<file path="src/rtl/lane_pkg.sv">
package lane_pkg;

    typedef enum logic {
        ORD_LITTLE = 1'b0,
        ORD_BIG    = 1'b1
    } byte_order_e;

    // Lane that holds stream position pos for the given order.
    function automatic int lane_index(input int pos, input byte_order_e ord, input int nlanes);
        return (ord == ORD_BIG) ? (nlanes - 1 - pos) : pos;
    endfunction

endpackage

</file>
<file path="src/rtl/lane_fill.sv">
module lane_fill
    import lane_pkg::*;
#(
    parameter int LANES  = 4,
    parameter int BYTE_W = 8
) (
    input  logic                    clk,
    input  logic                    rst,
    input  logic                    order_sel,
    input  logic                    b_valid,
    output logic                    b_ready,
    input  logic [BYTE_W-1:0]       b_data,
    output logic                    w_valid,
    input  logic                    w_ready,
    output logic [LANES*BYTE_W-1:0] w_data
);
    localparam int CW     = $clog2(LANES);
    localparam int WORD_W = LANES * BYTE_W;

    logic [CW-1:0]     pos_q;
    byte_order_e       ord_q;
    byte_order_e       ord_now;
    logic              full_q;
    logic [WORD_W-1:0] word_q;
    logic [CW-1:0]     lane;
    logic              take_b;
    logic              take_w;

    // The select is live only for the first byte of a word.
    assign ord_now = (pos_q == '0) ? byte_order_e'(order_sel) : ord_q;
    assign lane    = CW'(lane_index(int'(pos_q), ord_now, LANES));
    assign b_ready = !full_q;
    assign take_b  = b_valid && b_ready;
    assign take_w  = full_q && w_ready;
    assign w_valid = full_q;
    assign w_data  = word_q;

    always_ff @(posedge clk) begin
        if (rst) begin
            pos_q  <= '0;
            ord_q  <= ORD_LITTLE;
            full_q <= 1'b0;
            word_q <= '0;
        end else begin
            if (take_w) begin
                full_q <= 1'b0;
            end
            if (take_b) begin
                word_q[lane*BYTE_W +: BYTE_W] <= b_data;
                ord_q <= ord_now;
                if (pos_q == CW'(LANES - 1)) begin
                    pos_q  <= '0;
                    full_q <= 1'b1;
                end else begin
                    pos_q <= pos_q + 1'b1;
                end
            end
        end
    end

    // a waiting word holds still until taken
    a_r8_word_hold: assert property (@(posedge clk) disable iff (rst)
        (w_valid && !w_ready) |=> (w_valid && $stable(w_data)));

    // byte side is stalled while a word waits
    a_r9_byte_stall: assert property (@(posedge clk) disable iff (rst)
        (w_valid && !w_ready) |=> !b_ready);

    // taking the word frees the byte side
    a_r8_word_taken: assert property (@(posedge clk) disable iff (rst)
        (w_valid && w_ready) |=> (!w_valid && b_ready));

    // reset leaves nothing pending
    a_r11_fill_reset: assert property (@(posedge clk)
        rst |=> (!w_valid && b_ready));

endmodule

</file>
<file path="src/rtl/lane_drain.sv">
module lane_drain
    import lane_pkg::*;
#(
    parameter int LANES  = 4,
    parameter int BYTE_W = 8
) (
    input  logic                    clk,
    input  logic                    rst,
    input  logic                    order_sel,
    input  logic                    w_valid,
    output logic                    w_ready,
    input  logic [LANES*BYTE_W-1:0] w_data,
    output logic                    b_valid,
    input  logic                    b_ready,
    output logic [BYTE_W-1:0]       b_data
);
    localparam int CW     = $clog2(LANES);
    localparam int WORD_W = LANES * BYTE_W;

    logic [CW-1:0]     pos_q;
    byte_order_e       ord_q;
    logic              busy_q;
    logic [WORD_W-1:0] word_q;
    logic [CW-1:0]     lane;

    assign lane    = CW'(lane_index(int'(pos_q), ord_q, LANES));
    assign w_ready = !busy_q;
    assign b_valid = busy_q;
    assign b_data  = word_q[lane*BYTE_W +: BYTE_W];

    always_ff @(posedge clk) begin
        if (rst) begin
            pos_q  <= '0;
            ord_q  <= ORD_LITTLE;
            busy_q <= 1'b0;
            word_q <= '0;
        end else if (w_valid && w_ready) begin
            word_q <= w_data;
            ord_q  <= byte_order_e'(order_sel);
            pos_q  <= '0;
            busy_q <= 1'b1;
        end else if (b_valid && b_ready) begin
            if (pos_q == CW'(LANES - 1)) begin
                busy_q <= 1'b0;
                pos_q  <= '0;
            end else begin
                pos_q <= pos_q + 1'b1;
            end
        end
    end

    // an accepted word blocks the next one while it drains
    a_r10_word_block: assert property (@(posedge clk) disable iff (rst)
        (w_valid && w_ready) |=> (b_valid && !w_ready));

    // an untaken byte holds still
    a_r10_byte_hold: assert property (@(posedge clk) disable iff (rst)
        (b_valid && !b_ready) |=> (b_valid && $stable(b_data)));

    // reset leaves the byte side idle
    a_r11_drain_reset: assert property (@(posedge clk)
        rst |=> (!b_valid && w_ready));

endmodule

</file>
<file path="src/rtl/lane_mem_map.sv">
module lane_mem_map
    import lane_pkg::*;
#(
    parameter int LANES  = 4,
    parameter int BYTE_W = 8
) (
    input  logic                    order_sel,
    input  logic [LANES*BYTE_W-1:0] rd_data,
    output logic [LANES*BYTE_W-1:0] rd_word,
    input  logic [LANES*BYTE_W-1:0] wr_word,
    output logic [LANES*BYTE_W-1:0] wr_data
);
    byte_order_e ord;
    assign ord = byte_order_e'(order_sel);

    for (genvar k = 0; k < LANES; k++) begin : g_lane
        localparam int MIR = LANES - 1 - k;
        // Offset k feeds lane k (little) or lane LANES-1-k (big); the mapping is its own inverse.
        assign rd_word[k*BYTE_W +: BYTE_W] = (ord == ORD_BIG) ? rd_data[MIR*BYTE_W +: BYTE_W]
                                                              : rd_data[k*BYTE_W +: BYTE_W];
        assign wr_data[k*BYTE_W +: BYTE_W] = (ord == ORD_BIG) ? wr_word[MIR*BYTE_W +: BYTE_W]
                                                              : wr_word[k*BYTE_W +: BYTE_W];
    end

endmodule

</file>
<file path="src/rtl/lane_packer.sv">
module lane_packer
    import lane_pkg::*;
#(
    parameter int LANES  = 4,
    parameter int BYTE_W = 8
) (
    input  logic                    clk,
    input  logic                    rst,
    input  logic                    order_sel,
    input  logic                    in_byte_valid,
    output logic                    in_byte_ready,
    input  logic [BYTE_W-1:0]       in_byte_data,
    output logic                    in_word_valid,
    input  logic                    in_word_ready,
    output logic [LANES*BYTE_W-1:0] in_word_data,
    input  logic                    out_word_valid,
    output logic                    out_word_ready,
    input  logic [LANES*BYTE_W-1:0] out_word_data,
    output logic                    out_byte_valid,
    input  logic                    out_byte_ready,
    output logic [BYTE_W-1:0]       out_byte_data,
    input  logic [LANES*BYTE_W-1:0] mem_rd_data,
    output logic [LANES*BYTE_W-1:0] mem_rd_word,
    input  logic [LANES*BYTE_W-1:0] mem_wr_word,
    output logic [LANES*BYTE_W-1:0] mem_wr_data
);

    lane_fill #(.LANES(LANES), .BYTE_W(BYTE_W)) u_fill (
        .clk       (clk),
        .rst       (rst),
        .order_sel (order_sel),
        .b_valid   (in_byte_valid),
        .b_ready   (in_byte_ready),
        .b_data    (in_byte_data),
        .w_valid   (in_word_valid),
        .w_ready   (in_word_ready),
        .w_data    (in_word_data)
    );

    lane_drain #(.LANES(LANES), .BYTE_W(BYTE_W)) u_drain (
        .clk       (clk),
        .rst       (rst),
        .order_sel (order_sel),
        .w_valid   (out_word_valid),
        .w_ready   (out_word_ready),
        .w_data    (out_word_data),
        .b_valid   (out_byte_valid),
        .b_ready   (out_byte_ready),
        .b_data    (out_byte_data)
    );

    lane_mem_map #(.LANES(LANES), .BYTE_W(BYTE_W)) u_mem (
        .order_sel (order_sel),
        .rd_data   (mem_rd_data),
        .rd_word   (mem_rd_word),
        .wr_word   (mem_wr_word),
        .wr_data   (mem_wr_data)
    );

endmodule

</file>
<file path="config.mk">
export PLATFORM = sky130hd
export DESIGN_NAME = lane_packer
export DESIGN_NICKNAME = d
export VERILOG_FILES = /design/src/rtl/lane_pkg.sv /design/src/rtl/lane_fill.sv /design/src/rtl/lane_drain.sv /design/src/rtl/lane_mem_map.sv /design/src/rtl/lane_packer.sv
export SDC_FILE = /design/constraint.sdc
export NUM_CORES = 1
export LEC_CHECK = 0
export ABC_AREA = 1
export BUFFER_PORTS_ARGS = -buffer_cell sky130_fd_sc_hd__buf_4
export CORE_MARGIN = 5
export CORE_UTILIZATION = 46
export CTS_CLUSTER_DIAMETER = 30
export DETAILED_ROUTE_END_ITERATION = 8
export PLACE_DENSITY = 0.92
export SYNTH_ARGS = -nofsm -noshare
export SYNTH_HDL_FRONTEND = slang
export SYNTH_HIERARCHICAL = 1
export SYNTH_SLANG_ARGS = --single-unit
</file>
<file path="constraint.sdc">
create_clock -name clk -period 2 [get_ports clk]
set_clock_uncertainty 0.15 [all_clocks]
set_input_delay 0 -clock clk [delete_from_list [all_inputs] [get_ports clk]]
set_output_delay 0 -clock clk [all_outputs]
set_load 0.05 [all_outputs]
</file>
==> results of run 1 <==
metrics by stage:
step,util,setup WS (ns),hold WS (ns),instance area (um2),cells
2_1_floorplan,-,0.03907,-0.08093,4285,701
3_5_place_dp,0.6451,0.1124,0.03691,5904,1005
6_report,0.7314,0.07140,0.2086,6694,1073
4_1_cts,0.7222,0.01740,0.2069,6610,1071
5_1_grt,0.7314,-0.005590,0.2234,6694,1073
3_3_place_gp,0.6451,0.1911,0.03542,5904,1005
placed cells by master (no fill, tap or decap), drive strengths merged:
| cell | n |
|---|---|
| a21oi | 31 |
| a31oi | 1 |
| buf | 227 |
| bufinv | 1 |
| clkbuf | 11 |
| clkinv | 5 |
| clkinvlp | 2 |
| dfxtp | 72 |
| dlygate4sd3 | 50 |
| ha | 3 |
| inv | 63 |
| nand2 | 296 |
| nand3 | 45 |
| nand3b | 8 |
| nand4 | 16 |
| nor2 | 91 |
| o21ai | 37 |
| or2 | 1 |
| xnor2 | 1 |
| xor2 | 1 |
layout make-up:
cell class,count,area share
Sequential cell,72,0.2161
Multi-Input combinational cell,531,0.3585
Timing Repair Buffer,278,0.3368
Inverter,65,0.03720
Clock buffer,10,0.02056
Tap cell,111,0.02075
Clock inverter,6,0.01009
critical path, cell delays in order, from the launching register on:
cell,delay [ns]
dfxtp_2,0.45
clkinv_2,0.17
nand2_8,0.16
nand2_4,0.11
nand2_1,0.12
nand3_1,0.13
nand2_1,0.10
buf_4,0.20
flip-flops by register name, summed over array words and instances, names as in the netlist:
name and flops:
u_drain/b_valid 1, u_drain/ord_q 1, u_drain/pos_q 2, u_drain/word_q 32
u_fill/ord_q 1, u_fill/pos_q 2, u_fill/w_data 32, u_fill/w_valid 1
logic make-up after synthesis:
logic type | Yosys count
simple gates | 456
buf+inv | 99
flops | 72
compound gates | 69
fa+ha+maj | 3
xor+xnor | 2
power groups by stage:
stage          Clock [uW]  Sequential [uW]  Combinational (uW)
6_report             1190             1640                2260
5_1_grt              1250             1660                2410
2_1_floorplan           0             1900                1180
3_5_place_dp            0             1670                2070
4_1_cts              1200             1640                2160
3_3_place_gp            0             1670                2040
worst min-delay path by stage:
stage,from,endpoint
detailed placement,rst,u_fill/w_valid
CTS,mem_wr_word[23],mem_wr_data[23]
floorplan,rst,u_fill/w_valid
global route,mem_wr_word[10],mem_wr_data[10]
finish,mem_rd_data[8],mem_rd_word[8]
global placement,rst,u_fill/w_valid
routing by layer:
metal	wire, um	share of wire	track usage	vias up
met1	6076	0.37	0.3036	2529
met5	0	0	0	-
met3	1297	0.078	0.07225	79
li1	-	-	-	2689
met2	8434	0.51	0.4932	314
met4	773	0.047	0.1260	0
what timing repair did:
action | 4_1_cts | 5_1_grt
resized for setup | 0 | 17
endpoints found under the setup margin | 0 | 43
hold endpoints to repair | 71 | 0
hold buffers | 50 | 0
==> summary.md, run 1 <==
| Metric | Value |
|---|---|
| Seq/Total Area, Yosys | `0.3364` |
| FMAX | `approximately 520 MHz` |
| CTS clk-pin slew, worst paths | `0.07 ns` |
| Slew Viols, Final | `0` |
| Reg-to-reg startpoint | `u_fill/w_valid` |
| Clock power frac | `0.234` |
| Fin Setup TNS | `0 ns` |
| DRC errors left | `0` |
| Pin count of the biggest net entering global routing | `65` |
| Root Driver | `clkbuf_8` |
| Critical Path Start Type | `flip-flop` |
| Count leader, synth | `nand2_1` |
| CTS tree | `done` |
| Sw Share | `0.4255` |
| Pre-antenna DRT Iters | `6` |
| Crit Path Max Fanout | `17` |
| Leakage power | `about 0.0036 uW` |
| Number of buffers created by CTS | `9` |
| Die X | `~110 um` |
| Worst R2R End | `u_fill/w_valid` |
| Ys Warns | `6` |
| Largest cells by area after synthesis | `dfxtp_1 34%, nand2_1 25%, nor2_1 7.8%` |
| H-tree levels | `3` |
| Total clock sinks | `just over 70` |
| Worst reg2reg setup slack | `0.09 ns` |
| Vias in the first global route | `approximately 5,400` |
| Crit path to | `out_byte_data[3]` |
| Area of the multi-input gates | `approximately 2400 um2` |
| Peak VDD IR | `~0.58 mV` |
| Die ar. | `~11,000 um2` |
| Clk Latency, worst-skew pair | `0.35 ns` |
| Routed vias/inst | `roughly 5.2` |
| Critical Path Source | `u_drain/ord_q` |
| IO buf count | `~220` |
| Leading area contributor after synthesis | `dfxtp_1` |
| Power Total | `5099 uW` |
| Critical path type | `flip-flop to output port` |
| Most used DFF post-synth | `dfxtp_1` |
| MaxCap Viol Count | `0` |
| Worst Path Arrival | `about 1.8 ns` |
| #FFs+latches synth | `72` |
| Filler cell count | `between 600 and 700` |
| PD cells | `between 700 and 800 nW/um2` |
| WL per Instance | `15.45 um` |
| Post-Syn Area | `~4300 um2` |
| Crit share post-route | `0.9643` |
| Status | `finished clean` |
| Logic pwr share | `0.444` |
| Antenna Nets Post-Route | `0` |
| Relative slew margins | `0.6062` |
| Diode count | `0` |
| Asr flop ratio synth | `0` |
| Routability congestion estimate | `approximately 0.92` |
| Chip height | `between 100 and 150 um` |
| Hold WC Path Type | `primary input to output port` |
| Post-Syn Instances | `701` |
| Main combinational cell family by area after synthesis | `simple AND/OR/NAND/NOR gates` |
| Top cell type's share of synthesized area | `0.3364` |
| Initial core utilization | `0.4682` |
| Post-synthesis adder-cell area fraction | `0.008759` |
| Worst reg-to-reg path cell count | `6` |
| P&R area growth vs syn | `56.20%` |
| Mapped Avg Cell Area | `slightly above 6 um2` |
| Synth Area in Compound Gates | `0.08088` |
| Setup repair bufs after CTS | `0` |
| Endpoints failing setup | `0` |
| Worst-margin pin slew | `0.5907 ns` |
| Worst setup EP type | `output port` |
| IO Pins | `between 200 and 250` |
| Clock Path Buffers | `2` |
| Core box area | `between 9000 and 10,000 um2` |
| # rows | `35` |
| Net switching power | `2169 uW` |
| Internal | `2930 uW` |
| Share of cells above drive strength 1 | `0.2952` |
| Post-synth EDFFs | `0` |
| Antenna violations before repair | `0` |
| First-pass GRT wire length | `around 25 mm` |
| Data required, critical path | `~1.9 ns` |
| Gr ovfl total | `0` |
| Hold-critical path depth | `4` |
| Mux cell area share after synthesis | `0` |
| Total number of vias | `~5,600` |
| Unique cell type count in the Yosys netlist | `31` |
| Initial DRC count | `~450` |
| Total GRT Usage | `0.2755` |
| Reg power frac | `0.323` |
| Routed wire length | `between 15 and 20 mm` |
| Syn nets | `around 800` |
| Min Tclk post-route | `roughly 1.9 ns` |
| Seq. cell area | `approximately 1400 um2` |
| Top cells by count, synth | `283 x nand2_1, 89 x nor2_1, 72 x dfxtp_1` |
| Nets | `~1,100` |
| Final hold violations | `0` |
| Post-synthesis simple-gate area fraction | `0.4511` |
| Hpwl dp | `between 10 and 15 mm` |
| XOR/XNOR Fraction of Synth Area | `0.007591` |
Power figures use the tool's default switching activity.
==> run 2: changes to the inputs <==
--- a/config.mk
+++ b/config.mk
@@ -8,11 +8,10 @@
 export ABC_AREA = 1
 export BUFFER_PORTS_ARGS = -buffer_cell sky130_fd_sc_hd__buf_4
 export CORE_MARGIN = 5
-export CORE_UTILIZATION = 46
+export CORE_UTILIZATION = 45
 export CTS_CLUSTER_DIAMETER = 30
 export DETAILED_ROUTE_END_ITERATION = 8
 export PLACE_DENSITY = 0.92
 export SYNTH_ARGS = -nofsm -noshare
 export SYNTH_HDL_FRONTEND = slang
-export SYNTH_HIERARCHICAL = 1
 export SYNTH_SLANG_ARGS = --single-unit
==> summary.md, run 2 <==
| Metric | Value |
|---|---|
| Post-Syn Area | `3998 um2` |
| Root Driver | `clkbuf_8` |
| Routed wire length | `15.72 mm` |
| Min Tclk post-route | `1.949 ns` |
| Antenna violations before repair | `1` |
| Worst path max stage delay | `0.36 ns` |
| WL per Instance | `about 15 um` |
| Count leader, synth | `nand2_1` |
| Nets | `between 1,000 and 1,500` |
| Worst-path cell chain | `or2_4, nand2_4, buf_4, nand2_1, o21ai_1, o22ai_1, buf_4` |
| Peak VDD IR | `0.4201 mV` |
| Critical path type | `flip-flop to output port` |
| MaxCap Viol Count | `0` |
| Pre-antenna DRT Iters | `8` |
| Core box area | `8678 um2` |
| IO buf count | `~220` |
| Reg-to-reg startpoint | `u_fill.pos_q[0]` |
| PD cells | `slightly above 800 nW/um2` |
| Antenna Nets Post-Route | `0` |
| Die ar. | `between 10,000 and 15,000 um2` |
| Pin count of the biggest net entering global routing | `66` |
| Post-synth EDFFs | `0` |
| Mapped Avg Cell Area | `6.075 um2` |
| Hold WC Path Type | `primary input to flip-flop` |
| H-tree levels | `3` |
| Worst setup EP type | `output port` |
| Slew Viols, Final | `0` |
| Filler cell count | `~600` |
| FMAX | `513.1 MHz` |
| Relative slew margins | `0.6110` |
| Worst-margin pin slew | `0.5828 ns` |
| Critical Path Source | `u_drain.pos_q[0]` |
| Failing checks | `negative hold slack` |
| Commonest non-fill, non-tap cell in the layout | `buf_4` |
| Critical Path Stages | `7` |
| Worst path top cell family by delay | `simple AND/OR/NAND/NOR gates` |
| Top cells by count, synth | `155 x nand2_1, 128 x nor2_1, 118 x o21ai_0` |
| CTS clk-pin slew, worst paths | `around 0.08 ns` |
| Total number of vias | `roughly 5,200` |
| Data required, critical path | `around 1.9 ns` |
| Final hold violations | `1` |
| Most numerous cell on the critical path | `buf_4` |
| XOR/XNOR Fraction of Synth Area | `0.002191` |
| Largest cells by area after synthesis | `dfxtp_1 36%, o21ai_0 15%, nand2_1 15%` |
| Leakage power | `0.003478 uW` |
| Hpwl dp | `slightly above 10 mm` |
| #FFs+latches synth | `between 70 and 80` |
| Final hold slack | `-0.02169 ns` |
| Vias in the first global route | `about 5,100` |
| Util after Layout | `0.7470` |
| Die X | `104.3 um` |
| Top cell type's share of synthesized area | `0.3606` |
| Total clock sinks | `just over 70` |
| Gr ovfl total | `0` |
| IO Pins | `219` |
| Mux cell area share after synthesis | `0` |
| Most frequent cells in the layout | `232 x buf_4, 152 x nand2_1, 128 x nor2_1` |
| Synth Area in Compound Gates | `0.1815` |
| Leading area contributor after synthesis | `dfxtp_1` |
| DRC errors left | `0` |
| Crit Path Max Fanout | `6` |
| Crit path to | `out_byte_data[0]` |
| Share of cells above drive strength 1 | `0.2966` |
| Post-Syn Instances | `approximately 660` |
| Initial core utilization | `0.4606` |
| Critical Path Start Type | `flip-flop` |
| Worst reg2reg setup slack | `approximately 0.12 ns` |
| Clock Path Buffers | `2` |
| Endpoints failing setup | `0` |
| Initial DRC count | `approximately 330` |
| Main combinational cell family by area after synthesis | `simple AND/OR/NAND/NOR gates` |
| Asr flop ratio synth | `0` |
| Buffers & Inverters on Critical Path | `2` |
| Worst Path Arrival | `approximately 1.8 ns` |
| Worst R2R End | `u_fill.w_data[1]` |
| # rows | `34` |
| Routed vias/inst | `between 5 and 6` |
| P&R area growth vs syn | `62.16%` |
| CTS tree | `done` |
| Syn nets | `between 700 and 800` |
| Unique cell type count in the Yosys netlist | `27` |
| Clk Latency, worst-skew pair | `0.33 ns` |
| Worst reg-to-reg path cell count | `10` |
| Seq/Total Area, Yosys | `0.3606` |
| Status | `finished with violations` |
| Number of buffers created by CTS | `9` |
| Most used DFF post-synth | `dfxtp_1` |
| Chip height | `between 100 and 150 um` |
| Post-synthesis simple-gate area fraction | `0.3146` |
| Total GRT Usage | `0.2709` |
| Crit share post-route | `0.9745` |
| Worst path slowest cell | `dfxtp_1` |
| First-pass GRT wire length | `roughly 24 mm` |
| Routability congestion estimate | `0.8972` |
| Post-synthesis adder-cell area fraction | `0.009390` |
| Ys Warns | `0` |
## run 2: cell count changes in the layout (fill, tap and decap cells not counted), sizes merged, moves of 8 or more
cell / change
a21oi: -19
inv: +28
nand2: -137
nand3: -33
nand3b: -8
nor2: +39
o21ai: +81
o22ai: +8
## run 2: layer usage
layer	GRT usage	share of wire	wire, um	vias up
met5	0	0	0	-
met4	0.1314	0.042	654	0
met3	0.07511	0.088	1376	52
met2	0.4872	0.51	8010	292
met1	0.2893	0.36	5679	2300
li1	-	-	-	2554
## run 2: kinds of logic after synthesis
| logic type | count (synthesis) |
|---|---|
| xor+xnor | 1 |
| simple gates | 311 |
| buf+inv | 130 |
| flops | 72 |
| fa+ha+maj | 3 |
| compound gates | 141 |
## run 2: final cells by class
type,count,area (um2),area share
Multi-Input combinational cell,457,2067,0.3189
Clock inverter,6,115.1,0.01776
Clock buffer,10,127.6,0.01969
Tap cell,108,135.1,0.02085
Antenna cell,1,2.502,0.0003860
Timing Repair Buffer,280,2242,0.3459
Sequential cell,72,1444,0.2227
Inverter,92,349.1,0.05385
## run 2: worst min path at each step
stage | from | end | slack, ns | cells past startpoint
2_1_floorplan | rst | u_fill.w_valid | -0.08 | 1
3_3_place_gp | rst | u_fill.w_valid | 0.05 | 2
3_5_place_dp | rst | u_fill.w_valid | 0.06 | 2
4_1_cts | order_sel | u_fill.ord_q | 0.02 | 3
5_1_grt | order_sel | u_fill.ord_q | 0.02 | 3
6_report | order_sel | u_fill.ord_q | -0.02 | 3
## run 2: worst min-delay path: cells and delay by family
family                 cells  cell delay, ns
and+or+nand+nor            1            0.13
AOI/OAI and AO/OA          1            0.08
buffers and inverters      1            0.20
## run 2: metrics by stage
| stage | setup WS [ns] | setup TNS [ns] | area [um2] | total power, uW | instances |
|---|---|---|---|---|---|
| 6_report | 0.05105 | 0 | 6482 | 5223 | 1026 |
| 5_1_grt | -0.04311 | -0.05920 | 6482 | 5463 | 1026 |
| 4_1_cts | 0.04786 | 0 | 6426 | 5160 | 1021 |
| 3_5_place_dp | 0.03850 | 0 | 5710 | 3688 | 959 |
| 3_3_place_gp | 0.1881 | 0 | 5710 | 3655 | 959 |
| 2_1_floorplan | 0.1242 | 0 | 3998 | 3011 | 658 |
## run 2: timing repair
| item | 4_1_cts | 5_1_grt |
|---|---|---|
| gates cloned | 0 | 1 |
| endpoints found under the hold margin | 69 | 0 |
| setup buffers | 0 | 3 |
| setup endpoints to repair | 9 | 25 |
| hold buffers | 46 | 0 |
| pin swaps | 0 | 3 |
| resized for setup | 5 | 10 |
## run 2: power breakdown
group          total [uW]  leakage [uW]  internal [uW]  switching [uW]
combinational        2170       0.00277            721            1450
clock                1410      0.000117            836             573
sequential           1650      0.000593           1570            79.1
==> run 3: changes to the inputs <==
--- a/config.mk
+++ b/config.mk
@@ -11,7 +11,7 @@
 export CORE_UTILIZATION = 45
 export CTS_CLUSTER_DIAMETER = 30
 export DETAILED_ROUTE_END_ITERATION = 8
-export PLACE_DENSITY = 0.92
+export PLACE_DENSITY_LB_ADDON = 0.08
 export SYNTH_ARGS = -nofsm -noshare
 export SYNTH_HDL_FRONTEND = slang
 export SYNTH_SLANG_ARGS = --single-unit
==> summary.md, run 3 (same netlist as run 2, synthesis figures left out) <==
| Metric | Value |
|---|---|
| Worst R2R End | `u_fill.w_data[25]` |
| IO buf count | `approximately 220` |
| WL per Instance | `about 14 um` |
| Total clock sinks | `~70` |
| CTS tree | `done` |
| Logic pwr share | `0.449` |
| Total GRT Usage | `0.2559` |
| Reg-to-reg startpoint | `u_fill.pos_q[0]` |
| Leakage power | `~0.0034 uW` |
| Antenna violations before repair | `0` |
| Clock power frac | `0.206` |
| Hold WC Path Type | `primary input to flip-flop` |
| Commonest non-fill, non-tap cell in the layout | `buf_4` |
| Antenna Nets Post-Route | `0` |
| Die X | `about 100 um` |
| Worst path max stage delay | `between 0.3 and 0.4 ns` |
| Worst Path Arrival | `1.76 ns` |
| Relative slew margins | `0.4876` |
| Number of buffers created by CTS | `9` |
| Worst setup EP type | `output port` |
| Data required, critical path | `approximately 1.9 ns` |
| Chip height | `around 100 um` |
| Critical Path Start Type | `flip-flop` |
| CTS clk-pin slew, worst paths | `0.07 ns` |
| Initial core utilization | `0.4606` |
| Pre-antenna DRT Iters | `5` |
| Hpwl dp | `approximately 10 mm` |
| Endpoints failing setup | `0` |
| Routed wire length | `between 10 and 15 mm` |
| Diode count | `0` |
| Routed vias/inst | `slightly below 5` |
| Die ar. | `about 11,000 um2` |
| Worst-path cell chain | `or2_4, nand2_8, buf_4, o21ai_0, o22ai_1, buf_4` |
| H-tree levels | `3` |
| Clk Latency, worst-skew pair | `~0.33 ns` |
| Slew Viols, Final | `0` |
| Hold Startpoint | `order_sel` |
| Core box area | `just under 9000 um2` |
| Total number of vias | `slightly above 5,000` |
| Crit Path Max Fanout | `5` |
| Nets | `1,024` |
| Root Driver | `clkbuf_8` |
| Internal | `around 2800 uW` |
| # rows | `34` |
| Buffers & Inverters on Critical Path | `2` |
| Net switching power | `around 2000 uW` |
| Util after Layout | `0.7379` |
| P&R area growth vs syn | `60.19%` |
| DRC errors left | `0` |
| RSZ-0062 raised after global routing | `false` |
| Initial DRC count | `around 290` |
| Reg power frac | `0.345` |
| Critical Path Stages | `6` |
| Fin Setup TNS | `0 ns` |
| Final hold violations | `0` |
| Clock Path Buffers | `2` |
| Critical path type | `flip-flop to output port` |
| MaxCap Viol Count | `0` |
| Pin count of the biggest net entering global routing | `69` |
| Vias in the first global route | `slightly below 5,000` |
| Worst reg-to-reg path cell count | `8` |
| Hold-critical path depth | `3` |
| Worst path slowest cell | `dfxtp_2` |
| Gr ovfl total | `0` |
| Crit share post-route | `0.9563` |
| Status | `finished clean` |
| Worst reg2reg setup slack | `0.17 ns` |
| Worst path top cell family by delay | `simple AND/OR/NAND/NOR gates` |
| FMAX | `522.9 MHz` |
| Final hold slack | `0.08348 ns` |
| Share of cells above drive strength 1 | `0.2946` |
| Peak VDD IR | `0.3408 mV` |
| Min Tclk post-route | `between 1.5 and 2 ns` |
| Worst-margin pin slew | `approximately 0.77 ns` |
| Most numerous cell on the critical path | `buf_4` |
| Sw Share | `0.4225` |
| Routability congestion estimate | `about 0.88` |
| First-pass GRT wire length | `about 23 mm` |
| IO Pins | `219` |
| Endpoint, Worst Hold | `u_fill.ord_q` |
| PD cells | `~740 nW/um2` |
| Most frequent cells in the layout | `228 x buf_4, 152 x nand2_1, 128 x nor2_1` |
==> run 3: how the worst max path moves through the flow <==
stage                           startpoint           endpoint  slack [ns]
final                     u_drain.pos_q[0]   out_byte_data[3]        0.09
after floorplan             u_fill.w_valid  u_fill.w_data[30]        0.12
after global placement     u_fill.pos_q[0]   u_fill.w_data[3]        0.20
after detailed placement   u_fill.pos_q[0]   u_fill.w_data[1]        0.05
after CTS                 u_drain.pos_q[0]   out_byte_data[7]        0.01
after global routing         u_drain.ord_q   out_byte_data[0]       0.006
==> run 3: metal layers <==
metal	share of wire	routed length, um	vias up	track usage
met5	0	0	-	0
met3	0.079	1152	41	0.07635
met1	0.38	5618	2270	0.2837
li1	-	-	2548	-
met2	0.50	7318	210	0.4545
met4	0.038	550	0	0.1027
==> run 3: cell type report <==
| cell class | count | area [um2] |
|---|---|---|
| Fill cell | 681 | 2275 |
| Sequential cell | 72 | 1445 |
| Clock buffer | 10 | 137.6 |
| Clock inverter | 4 | 22.52 |
| Inverter | 92 | 349.1 |
| Timing Repair Buffer | 277 | 2232 |
| Multi-Input combinational cell | 458 | 2082 |
| Tap cell | 108 | 135.1 |
==> run 3: what timing repair did <==
item	in CTS	in global routing
gates cloned	0	3
endpoints found under the hold margin	69	0
setup endpoints to repair	8	34
gates resized for setup	2	13
setup buffers	0	3
pin swaps	0	2
hold buffers	46	0
==> run 3: worst min-delay path: stages <==
cell and delay (ns):
buf_4 0.22, nand2_1 0.19, a31oi_1 0.10
==> run 3: through the flow <==
stage | power [uW] | setup WS (ns) | cells | cell area, um2
floorplan | 3011 | 0.1242 | 658 | 3998
detailed placement | 3667 | 0.05035 | 955 | 5668
global placement | 3641 | 0.1966 | 955 | 5668
finish | 4764 | 0.08746 | 1021 | 6404
CTS | 4712 | 0.01412 | 1015 | 6296
global route | 5016 | 0.005836 | 1021 | 6404
==> run 3: power by group through the flow <==
stage	Sequential (uW)	Clock [uW]	Combinational, uW
floorplan	1910	0	1100
global placement	1660	0	1980
detailed placement	1670	0	2000
CTS	1640	994	2080
global route	1660	1060	2300
finish	1640	981	2140
